`src/rtl/grev_pkg.sv`:
```
package grev_pkg;
  localparam int DATA_W = 64;
  localparam int CTL_W = $clog2(DATA_W);
  localparam int WORD_CTL_W = CTL_W - 1;

  typedef struct packed {
    logic             load;
    logic             record;
    logic             wordMode;
    logic [CTL_W-1:0] ctl;
  } grevStrobe_t;

  // Mask of bits whose index has bit k clear (lower member of each block pair)
  function automatic logic [DATA_W-1:0] lowMask(input int k);
    logic [DATA_W-1:0] m;
    for (int i = 0; i < DATA_W; i++) m[i] = ((i >> k) & 1) == 0;
    return m;
  endfunction
endpackage

```
`src/rtl/grev_ctrl.sv`:
```
module grev_ctrl
  import grev_pkg::*;
(
  input  logic              inValid,
  input  logic [DATA_W-1:0] ctrlReg,
  input  logic [CTL_W-1:0]  immCtl,
  input  logic              useImm,
  input  logic              wordMode,
  input  logic              recordEn,
  output grevStrobe_t       strobe
);
  logic [CTL_W-1:0] rawCtl;

  always_comb begin
    rawCtl = useImm ? immCtl : ctrlReg[CTL_W-1:0];
    strobe.load     = inValid;
    strobe.record   = recordEn;
    strobe.wordMode = wordMode;
    strobe.ctl      = rawCtl;
    if (wordMode) strobe.ctl[CTL_W-1] = 1'b0;
  end
endmodule

```
`src/rtl/grev_dp.sv`:
```
module grev_dp
  import grev_pkg::*;
(
  input  logic              clk,
  input  logic              rstN,
  input  logic [DATA_W-1:0] srcA,
  input  grevStrobe_t       strobe,
  output logic [DATA_W-1:0] result,
  output logic              outValid,
  output logic [2:0]        condOut,
  output logic              condValid
);
  logic [DATA_W-1:0] stageVal [CTL_W+1];
  logic [DATA_W-1:0] permVal;
  logic [2:0]        condNext;

  assign stageVal[0] = srcA;

  for (genvar k = 0; k < CTL_W; k++) begin : g_stage
    localparam int SHIFT = 1 << k;
    localparam logic [DATA_W-1:0] MASK = lowMask(k);
    logic [DATA_W-1:0] swapped;
    assign swapped = ((stageVal[k] & MASK) << SHIFT) |
                     ((stageVal[k] >> SHIFT) & MASK);
    assign stageVal[k+1] = strobe.ctl[k] ? swapped : stageVal[k];
  end

  assign permVal = stageVal[CTL_W];

  always_comb begin
    if (!strobe.record)               condNext = 3'b000;
    else if (permVal[DATA_W-1])       condNext = 3'b100;
    else if (permVal == '0)           condNext = 3'b001;
    else                              condNext = 3'b010;
  end

  always_ff @(posedge clk) begin
    if (!rstN) begin
      result    <= '0;
      outValid  <= 1'b0;
      condOut   <= 3'b000;
      condValid <= 1'b0;
    end else begin
      outValid  <= strobe.load;
      condValid <= strobe.load & strobe.record;
      if (strobe.load) begin
        result  <= permVal;
        condOut <= condNext;
      end
    end
  end


  word_ctl_chk: assert property (@(posedge clk) disable iff (!rstN)
    strobe.wordMode |-> !strobe.ctl[CTL_W-1]);

  out_latency_chk: assert property (@(posedge clk) disable iff (!rstN)
    strobe.load |=> outValid);

  result_hold_chk: assert property (@(posedge clk) disable iff (!rstN)
    !strobe.load |=> $stable(result) && !outValid);

  cond_valid_chk: assert property (@(posedge clk) disable iff (!rstN)
    condValid |-> outValid && $onehot(condOut));

  cond_sign_chk: assert property (@(posedge clk) disable iff (!rstN)
    condValid |-> (condOut[2] == result[DATA_W-1]) && (condOut[0] == (result == '0)));
endmodule

```
`src/rtl/grev_unit.sv`:
```
module grev_unit
  import grev_pkg::*;
(
  input  logic              clk,
  input  logic              rstN,
  input  logic              inValid,
  input  logic [DATA_W-1:0] srcA,
  input  logic [DATA_W-1:0] ctrlReg,
  input  logic [CTL_W-1:0]  immCtl,
  input  logic              useImm,
  input  logic              wordMode,
  input  logic              recordEn,
  output logic [DATA_W-1:0] result,
  output logic              outValid,
  output logic [2:0]        condOut,
  output logic              condValid
);
  grevStrobe_t strobe;

  grev_ctrl u_ctrl (
    .inValid(inValid), .ctrlReg(ctrlReg), .immCtl(immCtl), .useImm(useImm),
    .wordMode(wordMode), .recordEn(recordEn), .strobe(strobe)
  );

  grev_dp u_dp (
    .clk(clk), .rstN(rstN), .srcA(srcA), .strobe(strobe), .result(result),
    .outValid(outValid), .condOut(condOut), .condValid(condValid)
  );
endmodule

```
`config.mk`:
```
export PLATFORM = sky130hd
export DESIGN_NAME = grev_unit
export DESIGN_NICKNAME = d
export VERILOG_FILES = /design/src/rtl/grev_pkg.sv /design/src/rtl/grev_ctrl.sv /design/src/rtl/grev_dp.sv /design/src/rtl/grev_unit.sv
export SDC_FILE = /design/constraint.sdc
export NUM_CORES = 1
export LEC_CHECK = 0
export ABC_CLOCK_PERIOD_IN_PS = 3390
export BUFFER_PORTS_ARGS = -buffer_cell sky130_fd_sc_hd__buf_2
export CORE_MARGIN = 2
export CORE_UTILIZATION = 35
export CTS_CLUSTER_DIAMETER = 200
export DETAILED_ROUTE_END_ITERATION = 8
export PLACE_DENSITY_LB_ADDON = 0.15
export SLEW_MARGIN = 30
export SYNTH_ARGS = -nofsm -noshare
export SYNTH_HDL_FRONTEND = slang
export SYNTH_HIERARCHICAL = 1
export SYNTH_SLANG_ARGS = --single-unit
```
`constraint.sdc`:
```
create_clock -name clk -period 3.39 [get_ports clk]
set_clock_uncertainty 0.2 [all_clocks]
set_input_delay 0 -clock clk [delete_from_list [all_inputs] [get_ports clk]]
set_output_delay 0 -clock clk [all_outputs]
set_load 0.05 [all_outputs]
```
==> summary.md, run 1 <==
| Metric | Value |
|---|---|
| Status | finished, final reports clean |
| Io pins | between 200 and 250 |
| Worst Tran Pin Value | between 0.8 and 0.9 ns |
| IO buf count | 150 |
| CP Max Fanout | 8 |
| Met2 routed wirelength | 12100 µm |
| Core Area | 21800 µm² |
| Crit path required time | ~3.5 ns |
| Max cap viols | 0 |
| VDD IR max | ~240 µV |
| Drt pass-1 iters | 5 |
| Die Wd | roughly 150 µm |
| Total global-route track usage | 22.2% |
| Synth Cell Area | just under 8000 µm² |
| Achievable Freq | around 0.32 GHz |
| Syn-to-layout area delta | 29.6% |
| Die Height | 153 µm |
| Root Buffer | clkbuf_16 |
| Part of the power in the clock network | about 23% |
| Setup WS pre-CTS | -0.0487 ns |
| Leading cell types in the layout, fill and taps excluded | mux2i_1, buf_2, buf_4 |
| P_sw | between 1500 and 2000 µW |
| Yosys warnings | 6 |
| Combinational power share | 56.6% |
| FP Rows | 54 |
| GP Congestion | 0.941 |
| Final HPWL DP | between 20000 and 25000 µm |
| Pin count of the biggest net entering global routing | 72 |
| Htree depth | 3 |
| DR iter-0 viols | 368 |
| DRT Wirelength | between 20000 and 30000 µm |
| Initial core utilization | a little over a third |
| Crit end category | flop |
| Fraction of layout instances using a drive strength above 1 | between 40% and 50% |
| Switching Share | 40.1% |
| WL/cell | roughly 22 µm |
| Sequential Power Share | approximately a fifth |
| Synth Area per Inst | between 10 and 15 µm² |
| Clk pin slew, worst setup/hold paths | around 0.06 ns |
| Power density cells | 469 nW/µm² |
| Nets | ~1100 |
| M1 WL | between 10000 and 15000 µm |
| Vias/cell | 5.74 |
| WS Path Type | in -> reg |
| DRC viols | 0 |
| WL met3 | about 1200 µm |
| Fill count | a little over 2000 |
| Rel. slew slack | between 40% and 50% |
| RSZ-0062 raised after global routing | false |
| Grt total ovfl | 0 |
| Fin crit period | 3.15 ns |
| HP Class | in -> reg |
| Vias in the first global route | 6942 |
| Placed insts | about 1200 |
| Lkg Pwr | between 0.004 and 0.005 µW |
| CTS tree | done |
| P_int | approximately 2800 µW |
| Vias | between 6000 and 7000 |
| Die area | between 20000 and 25000 µm² |
| Antenna fix cells | 0 |
| Clk sink count | just under 70 |
| Tcrit/Tclk final | between 90% and 100% |
| Worst EP arrival | roughly 3.2 ns |
| Antenna-violating nets left | 0 |
| Final std cells w/o fill | 1211 |
| First-pass GRT wire length | between 40000 and 50000 µm |
| Initial antenna violation count | 0 |
| Worst setup SP type | input pin |
| Mapped Nets | about 830 |
| Hold Vio Cnt, Final | 0 |
| Clock Tree Buf Depth | 2 |
| Uppermost layer routed | met4 |
| Commonest non-fill, non-tap cell in the layout | mux2i_1 |
| Clk_lat worst skew | between 0.3 and 0.4 ns |
| Cts bufs inserted | 9 |
| Fin worst setup slack | around 0.24 ns |
| Finished Core Util | between 40% and 50% |
| Slew Viols, Final | 0 |
| Final setup violation count | 0 |
| Synth Instances | 692 |
repair_timing:
item	4_1_cts	5_1_grt
resized for setup	0	0
endpoints found under the setup margin	0	0
hold endpoints to repair	2	0
setup buffers	0	0
hold buffers	1	0
flip-flops by register name, indices dropped and copies added, names as in the netlist:
| name | flops |
|---|---|
| u_dp/result | 64 |
| u_dp/condOut | 3 |
| u_dp/condValid | 1 |
| u_dp/outValid | 1 |
final timing paths:
kind	from	end	slack, ns	cells after the start
min	inValid	u_dp/outValid	0.11	2
max reg2reg	u_dp/result[62]	u_dp/result[62]	2.41	3
min reg2reg	u_dp/result[47]	u_dp/result[47]	0.28	2
max	useImm	u_dp/condOut[0]	0.24	11
per-layer routing:
layer  GRT usage [%]  vias to the layer above
met5               0                        -
met3            2.32                       31
met2            35.1                      232
met4            6.35                        0
li1                -                     3199
met1            32.3                     3487
layout make-up:
| cell class | instances | area [µm²] | area share [%] |
|---|---|---|---|
| clock buffers | 10 | 239 | 2.37 |
| clock inverters | 6 | 110 | 1.09 |
| inverters | 10 | 37.5 | 0.372 |
| multi-input cells | 544 | 6050 | 60.0 |
| flip-flops and latches | 69 | 1380 | 13.7 |
| well taps | 280 | 350 | 3.47 |
| repair buffers | 292 | 1920 | 19.0 |
through the flow:
step | total power [µW] | TNS (ns) | hold slack, ns | instance area, µm²
2_1_floorplan | 2610 | 0 | -0.0501 | 7790
3_3_place_gp | 3610 | -0.0640 | 0.0223 | 9730
3_5_place_dp | 3650 | -0.0919 | 0.0217 | 9730
4_1_cts | 4750 | 0 | 0.105 | 10100
5_1_grt | 4980 | 0 | 0.132 | 10100
6_report | 4730 | 0 | 0.106 | 10100
critical path: stages:
cell and delay [ns]:
buf_2 0.14, mux2_4 0.35, buf_4 0.19, mux4_2 0.49
mux4_2 0.57, mux2i_1 0.33, mux2i_1 0.26, nor4_1 0.33
o2111ai_1 0.17, nor3_2 0.24, a22o_1 0.15
power groups by stage:
stage / Combinational [µW] / Clock (µW) / Sequential, µW
finish: 2680 / 1090 / 965
global placement: 2630 / 0 / 980
CTS: 2670 / 1110 / 966
global route: 2850 / 1160 / 978
floorplan: 1290 / 0 / 1320
detailed placement: 2670 / 0 / 983
No activity file was read; power rests on OpenSTA's default activity.
==> inputs of run 2 (changes only) <==
--- a/config.mk
+++ b/config.mk
@@ -8,7 +8,7 @@
 export ABC_CLOCK_PERIOD_IN_PS = 3390
 export BUFFER_PORTS_ARGS = -buffer_cell sky130_fd_sc_hd__buf_2
 export CORE_MARGIN = 2
-export CORE_UTILIZATION = 35
+export CORE_UTILIZATION = 49
 export CTS_CLUSTER_DIAMETER = 200
 export DETAILED_ROUTE_END_ITERATION = 8
 export PLACE_DENSITY_LB_ADDON = 0.15
==> constraint.sdc (replaced) <==
create_clock -name clk -period 3.39 [get_ports clk]
set_clock_uncertainty 0.2 [all_clocks]
set_input_delay 0 -clock clk [delete_from_list [all_inputs] [get_ports clk]]
set_output_delay 0 -clock clk [all_outputs]
set_load 0.02 [all_outputs]
==> run 2 against run 1 <==
- wire length is 12% lower
- sequential power hardly changed
- power is 12% lower
- global-route usage is 5.2 points higher
- critical path depth is 1 higher
- critical path type unchanged
==> summary.md, run 2 (synthesis results as in run 1) <==
| Metric | Value |
|---|---|
| Total global-route track usage | 27.3% (+5.2 points) |
| Hold Vio Cnt, Final | 0 (unchanged) |
| Vias/cell | 6.16 (+7.4%) |
| DR iter-0 viols | 554 (+51%) |
| Achievable Freq | 0.314 GHz (-1.1%) |
| Final HPWL DP | 18800 µm (-13%) |
| Vias | 6729 (-3.2%) |
| Lkg Pwr | 0.00415 µW (-6.3%) |
| Nets | 1012 (-5.1%) |
| Switching Share | 37.7% (-2.5 points) |
| Pin count of the biggest net entering global routing | 67 (-6.9%) |
| FP Rows | 46 (-15%) |
| Worst Tran Pin Value | 0.911 ns (+0.0113 ns) |
| Worst r2r src | u_dp/result[62] |
| P_sw | 1570 µW (-17%) |
| Clk_lat worst skew | 0.32 ns (about the same) |
| Die area | 16900 µm² (-28%) |
| Slew Viols, Final | 0 (unchanged) |
| Biggest register | u_dp/result |
| Grt total ovfl | 0 (unchanged) |
| Status | finished, final reports clean |
| Fin crit period | 3.18 ns (+0.0339 ns) |
| GP Congestion | 0.993 (+5.4%) |
| Power density cells | 436 nW/µm² (-7.1%) |
| Antenna-violating nets left | 0 (unchanged) |
| VDD IR max | 248 µV (+4.5%) |
| Leading cell types in the layout, fill and taps excluded | mux2i_1, buf_2, mux4_2 |
| Part of the power in the clock network | 22.0% (-1.0 points) |
| Clk sink count | 69 (unchanged) |
| P_int | 2590 µW (-8.4%) |
| Vias in the first global route | 6297 (-9.3%) |
| Max cap viols | 0 (unchanged) |
| Fin worst setup slack | 0.206 ns (-0.0339 ns) |
| Rel. slew slack | 39.3% (-0.75 points) |
| Biggest regs | u_dp/result: 64 flops, u_dp/condOut: 3 flops |
| Area post-placement | 9250 µm² (-5.0%) |
| Worst EP arrival | 3.25 ns (+0.02 ns) |
| DRC viols | 0 (unchanged) |
| Core Area | 15700 µm² (-28%) |
| CTS tree | done |
| Root Buffer | clkbuf_16 |
| Cts bufs inserted | 9 (unchanged) |
| Clock Tree Buf Depth | 2 (unchanged) |
| Tcrit/Tclk final | 93.9% (+1.0 points) |
| WS Path Type | in -> reg |
| CP Max Fanout | 8 (unchanged) |
| WL/cell | 21.3 µm (-1.9%) |
| Initial antenna violation count | 0 (unchanged) |
| Final instance area | 9550 µm² (-5.4%) |
| Worst setup SP type | input pin |
| IO buf count | 150 (unchanged) |
| Combinational power share | 54.8% (-1.8 points) |
| First-pass GRT wire length | 35500 µm (-13%) |
| Worst reg2reg endpoint | u_dp/result[62] |
| Sequential Power Share | 23.1% (+2.7 points) |
| HP Class | in -> reg |
| Antenna fix cells | 0 (unchanged) |
| Clk pin slew, worst setup/hold paths | 0.05 ns (about the same) |
| Die Height | 130 µm (-15%) |
| Die Wd | 130 µm (-15%) |
| DRT Wirelength | 23200 µm (-12%) |
| Setup WS pre-CTS | -0.0751 ns (-0.0264 ns) |
| Io pins | 209 (unchanged) |
| Htree depth | 3 (unchanged) |
| Commonest non-fill, non-tap cell in the layout | mux2i_1 |
| RSZ-0062 raised after global routing | false |
| CP Launch Point | useImm |
| Syn-to-layout area delta | 22.7% |
| Critical Path End | u_dp/condOut[0] |
| Drt pass-1 iters | 5 (unchanged) |
| Crit end category | flop |
| Initial core utilization | 49.6% (+14 points) |
| Final setup violation count | 0 (unchanged) |
| FF-to-FF path depth | 3 (unchanged) |
| Crit path required time | 3.45 ns (-0.02 ns) |
| Max reg flops | 64 (unchanged) |
| Fraction of layout instances using a drive strength above 1 | 46.3% (-3.5 points) |
| CTS resizes | 0 (unchanged) |
| Reg2Reg Setup Slack | 2.36 ns (-0.05 ns) |
run 2: cell count changes in the layout (fill, tap and decap cells not counted):
| cell | before | now |
|---|---|---|
| buf_4 | 134 | 80 |
| bufinv_16 | 3 | 1 |
| clkbuf_1 | 0 | 3 |
| clkbuf_8 | 1 | 2 |
| clkinv_2 | 1 | 0 |
| clkinvlp_4 | 2 | 0 |
run 2: final cells by class:
| cell class | instances | area (µm²) |
|---|---|---|
| fill | 1307 | 6160 |
| multi-input combinational | 544 | 6050 |
| timing repair buffer | 238 | 1520 |
| sequential | 69 | 1380 |
| tap | 216 | 270 |
| clock buffer | 14 | 264 |
| inverter | 10 | 37.5 |
| clock inverter | 1 | 30.0 |
run 2: per-layer routing:
layer  wire length [µm]  vias to the layer above  GRT usage [%]  part of all wire, %
met2              11200                      254           44.7                   48
met4                448                        0           7.53                  1.9
met1              10300                     3358           39.0                   44
met5                  0                        -              0                    0
li1                   -                     3090              -                    -
met3               1270                       27           2.91                  5.5
run 2: per-stage QoR:
step	util, %	power [µW]	instances	hold slack, ns	TNS, ns
final	60.8	4160	1092	0.100	0
after CTS	60.8	4160	1092	0.0861	0
after floorplan	-	2390	692	-0.0501	0
after global placement	58.9	3190	1076	0.0248	-0.0339
after detailed placement	58.9	3230	1076	0.0357	-0.123
after global routing	60.8	4380	1092	0.144	0
run 2: power groups by stage:
stage | clock network, µW | registers (µW) | logic [µW]
floorplan | 0 | 1100 | 1290
global placement | 0 | 976 | 2210
detailed placement | 0 | 980 | 2250
CTS | 939 | 964 | 2260
global route | 978 | 975 | 2430
finish | 917 | 963 | 2280
run 2: what timing repair did:
action,4_1_cts,5_1_grt
setup buffers,0,0
hold buffers,1,0
hold endpoints to repair,4,0
run 2: critical path: stages:
cell and delay (ns):
buf_2 0.14, mux2_4 0.30, buf_4 0.22, mux4_2 0.57, mux4_2 0.53, mux2i_1 0.30
buf_4 0.18, mux2i_1 0.13, nor4_1 0.26, o2111ai_1 0.18, nor3_2 0.26, a22o_1 0.18
run 2: worst min-delay path by stage:
| stage | from | to | slack (ns) | cells after the start |
|---|---|---|---|---|
| finish | inValid | u_dp/result[40] | 0.10 | 3 |
| global route | inValid | u_dp/result[40] | 0.14 | 3 |
| CTS | inValid | u_dp/result[40] | 0.09 | 3 |
| detailed placement | recordEn | u_dp/condValid | 0.04 | 3 |
| global placement | recordEn | u_dp/condValid | 0.02 | 3 |
| floorplan | rstN | u_dp/outValid | -0.05 | 1 |
==> inputs of run 3 (changes only) <==
--- a/config.mk
+++ b/config.mk
@@ -5,10 +5,10 @@
 export SDC_FILE = /design/constraint.sdc
 export NUM_CORES = 1
 export LEC_CHECK = 0
-export ABC_CLOCK_PERIOD_IN_PS = 3390
+export ABC_CLOCK_PERIOD_IN_PS = 3800
 export BUFFER_PORTS_ARGS = -buffer_cell sky130_fd_sc_hd__buf_2
 export CORE_MARGIN = 2
-export CORE_UTILIZATION = 49
+export CORE_UTILIZATION = 59
 export CTS_CLUSTER_DIAMETER = 200
 export DETAILED_ROUTE_END_ITERATION = 8
 export PLACE_DENSITY_LB_ADDON = 0.15
==> constraint.sdc (replaced) <==
create_clock -name clk -period 3.8 [get_ports clk]
set_clock_uncertainty 0.2 [all_clocks]
set_input_delay 0 -clock clk [delete_from_list [all_inputs] [get_ports clk]]
set_output_delay 0 -clock clk [all_outputs]
set_load 0.02 [all_outputs]
==> run 3 against run 2 <==
- global-route usage grew 4.6 points
- clock-buffer cell count shrank 4
- final cell count shrank 8.1%
- first-iteration DRC count shrank 5.4%
- cell area shrank 4.5%
- via count shrank 0.18%
- utilization grew 11 points
- sequential share of layout area grew 0.68 points
- critical path depth is the same
- worst hold slack lost 0.0019 ns
==> summary.md, run 3 (synthesis results as in run 1) <==
| Metric | Value |
|---|---|
| GR Util met2 | 53.8% (+9.2 points) |
| Max reg flops | 64 (unchanged) |
| Worst EP arrival | 3.40 ns (+0.15 ns) |
| Most used cell, CP | mux4_2 |
| Initial core utilization | 61.0% (+11 points) |
| Design Power | 3590 µW (-14%) |
| Initial antenna violation count | 0 (unchanged) |
| Vias in the first global route | 6506 (+3.3%) |
| Die Wd | 119 µm (-8.6%) |
| Worst setup SP type | input pin |
| Cts bufs inserted | 9 (unchanged) |
| Fin crit period | approximately 3.4 ns |
| # Post-CTS Setup Buffers | 0 (unchanged) |
| Worst reg2reg endpoint | u_dp/result[62] |
| Clk pin slew, worst setup/hold paths | 0.05 ns (about the same) |
| Stages on worst setup path | 12 (unchanged) |
| DRC viols | 0 (unchanged) |
| Crit end category | flop |
| Final HPWL DP | 17900 µm (-4.7%) |
| Commonest non-fill, non-tap cell in the layout | mux2i_1 |
| Critical Path End | u_dp/condOut[1] |
| Final setup violation count | 0 (unchanged) |
| Lkg Pwr | 0.00392 µW (-5.4%) |
| Fin worst setup slack | 0.410 ns (+0.205 ns) |
| Antenna-violating nets left | 0 (unchanged) |
| Hold_buf cts | 1 (unchanged) |
| Htree depth | 3 (unchanged) |
| WS Path Type | in -> reg |
| Vias/cell | 6.69 (+8.6%) |
| DR iter-0 viols | 524 (-5.4%) |
| Biggest register | u_dp/result |
| Worst r2r src | u_dp/result[62] |
| CTS tree | done |
| Antenna fix cells | 0 (unchanged) |
| Nets | 967 (-4.4%) |
| Clk_lat worst skew | 0.33 ns (about the same) |
| Worst Tran Pin Value | 0.905 ns (-0.00628 ns) |
| Crit path required time | 3.81 ns (+0.36 ns) |
| Clock Tree Buf Depth | 2 (unchanged) |
| Root Buffer | clkbuf_16 |
| Syn-to-layout area delta | 17.1% |
| Biggest regs | u_dp/result: 64 flops, u_dp/condOut: 3 flops |
| Reg2Reg Setup Slack | 2.83 ns (+0.47 ns) |
| Buffer and inverter count on the worst path | 3 (unchanged) |
| First-pass GRT wire length | 35600 µm (+0.19%) |
| Hold Path Stages | 3 (unchanged) |
| HP Class | in -> reg |
| Die Height | 119 µm (-8.6%) |
| GP Congestion | 0.960 (-3.3%) |
| CTS resizes | 0 (unchanged) |
| Achievable Freq | between 0.2 and 0.3 GHz |
| Die area | 14100 µm² (-16%) |
| Hold Vio Cnt, Final | 0 (unchanged) |
| Max cap viols | 0 (unchanged) |
| Status | finished, final reports clean |
| Setup WS pre-CTS | 0.119 ns (+0.194 ns) |
| RSZ-0062 raised after global routing | false |
| FF-to-FF path depth | 3 (unchanged) |
| Power density cells | 394 nW/µm² (-9.7%) |
| Fraction of layout instances using a drive strength above 1 | 43.9% (-2.5 points) |
| Vias | 6717 (-0.18%) |
| Global route hottest layer | met2 |
| DRT Wirelength | 22500 µm (-2.9%) |
| Tcrit/Tclk final | 89.2% |
| CP Launch Point | useImm |
| CP delay by family, top | multiplexers |
| WL/cell | 22.4 µm (+5.6%) |
| CP cell instances | buf_2 > mux2_4 > buf_12 > buf_4 > mux4_2 > mux4_2 > mux2_2 > mux2i_1 > o2111a_1 > o2111ai_1 > nor3_2 > o21ai_1 |
| Leading cell types in the layout, fill and taps excluded | mux2i_1, buf_2, mux4_2 |
| Io pins | 209 (unchanged) |
| M1 GR Usage | 44.1% (+5.1 points) |
| Met3 usage | 3.45% (+0.54 points) |
| Core Area | 12800 µm² (-19%) |
| Clk sink count | 69 (unchanged) |
| Rel. slew slack | 39.7% (+0.42 points) |
| Grt total ovfl | 0 (unchanged) |
| Pin count of the biggest net entering global routing | 77 (+15%) |
| FP Rows | 41 (-11%) |
| CP max-delay cell | mux4_2 |
| CP Max Fanout | 29 (+21) |
| Drt pass-1 iters | 5 (unchanged) |
| VDD IR max | 240 µV (-3.1%) |
| IO buf count | 150 (unchanged) |
| Total global-route track usage | 31.9% (+4.6 points) |
| Setup_tns | 0 ns (unchanged) |
| Slew Viols, Final | 0 (unchanged) |
| CP max stage delay | 0.54 ns (-0.03 ns) |
==> run 3: cell types whose count changed in the layout (fill, tap and decap cells not counted) <==
cell / previous run / this run
buf_12: 8 / 4
buf_4: 80 / 38
buf_6: 0 / 1
clkbuf_1: 3 / 0
clkbuf_8: 2 / 1
clkinv_2: 0 / 3
clkinv_4: 0 / 2
==> run 3: how the worst min path moves through the flow <==
stage | startpoint | endpoint | slack, ns
3_3_place_gp | recordEn | u_dp/condValid | 0.01
5_1_grt | inValid | u_dp/outValid | 0.13
6_report | inValid | u_dp/result[40] | 0.1
3_5_place_dp | recordEn | u_dp/condValid | 0.02
2_1_floorplan | rstN | u_dp/outValid | -0.05
4_1_cts | rstN | u_dp/result[21] | 0.15
==> run 3: per-layer routing <==
layer  wire length (µm)  part of all wire, %
met5                  0                    0
met2              11000                   49
met1               9490                   42
met3               1630                  7.2
met4                398                  1.8
==> run 3: worst register-to-register path, stage by stage, from the launching register on <==
cell and delay [ns]:
dfxtp_1 0.31, nor2b_1 0.13, a31oi_1 0.17, nor2b_1 0.06
==> run 3: power by group <==
group	total (µW)	switching (µW)	internal, µW
Combinational	1900	1050	850
Sequential	857	43.3	813
Clock	828	304	524
==> run 3: stage by stage <==
step	area [µm²]	hold slack [ns]	instances	utilization [%]
finish	9120	0.0984	1004	71.4
global route	9120	0.127	1004	71.4
CTS	9120	0.149	1004	71.4
detailed placement	8800	0.0189	987	68.9
global placement	8800	0.0140	987	68.9
floorplan	7790	-0.0501	692	-
==> run 3: layout make-up <==
| type | instances | area [µm²] |
|---|---|---|
| inverters | 10 | 37.5 |
| flip-flops and latches | 69 | 1380 |
| multi-input cells | 544 | 6050 |
| well taps | 172 | 215 |
| clock inverters | 6 | 62.6 |
| clock buffers | 10 | 239 |
| repair buffers | 193 | 1130 |
| fillers | 911 | 3650 |
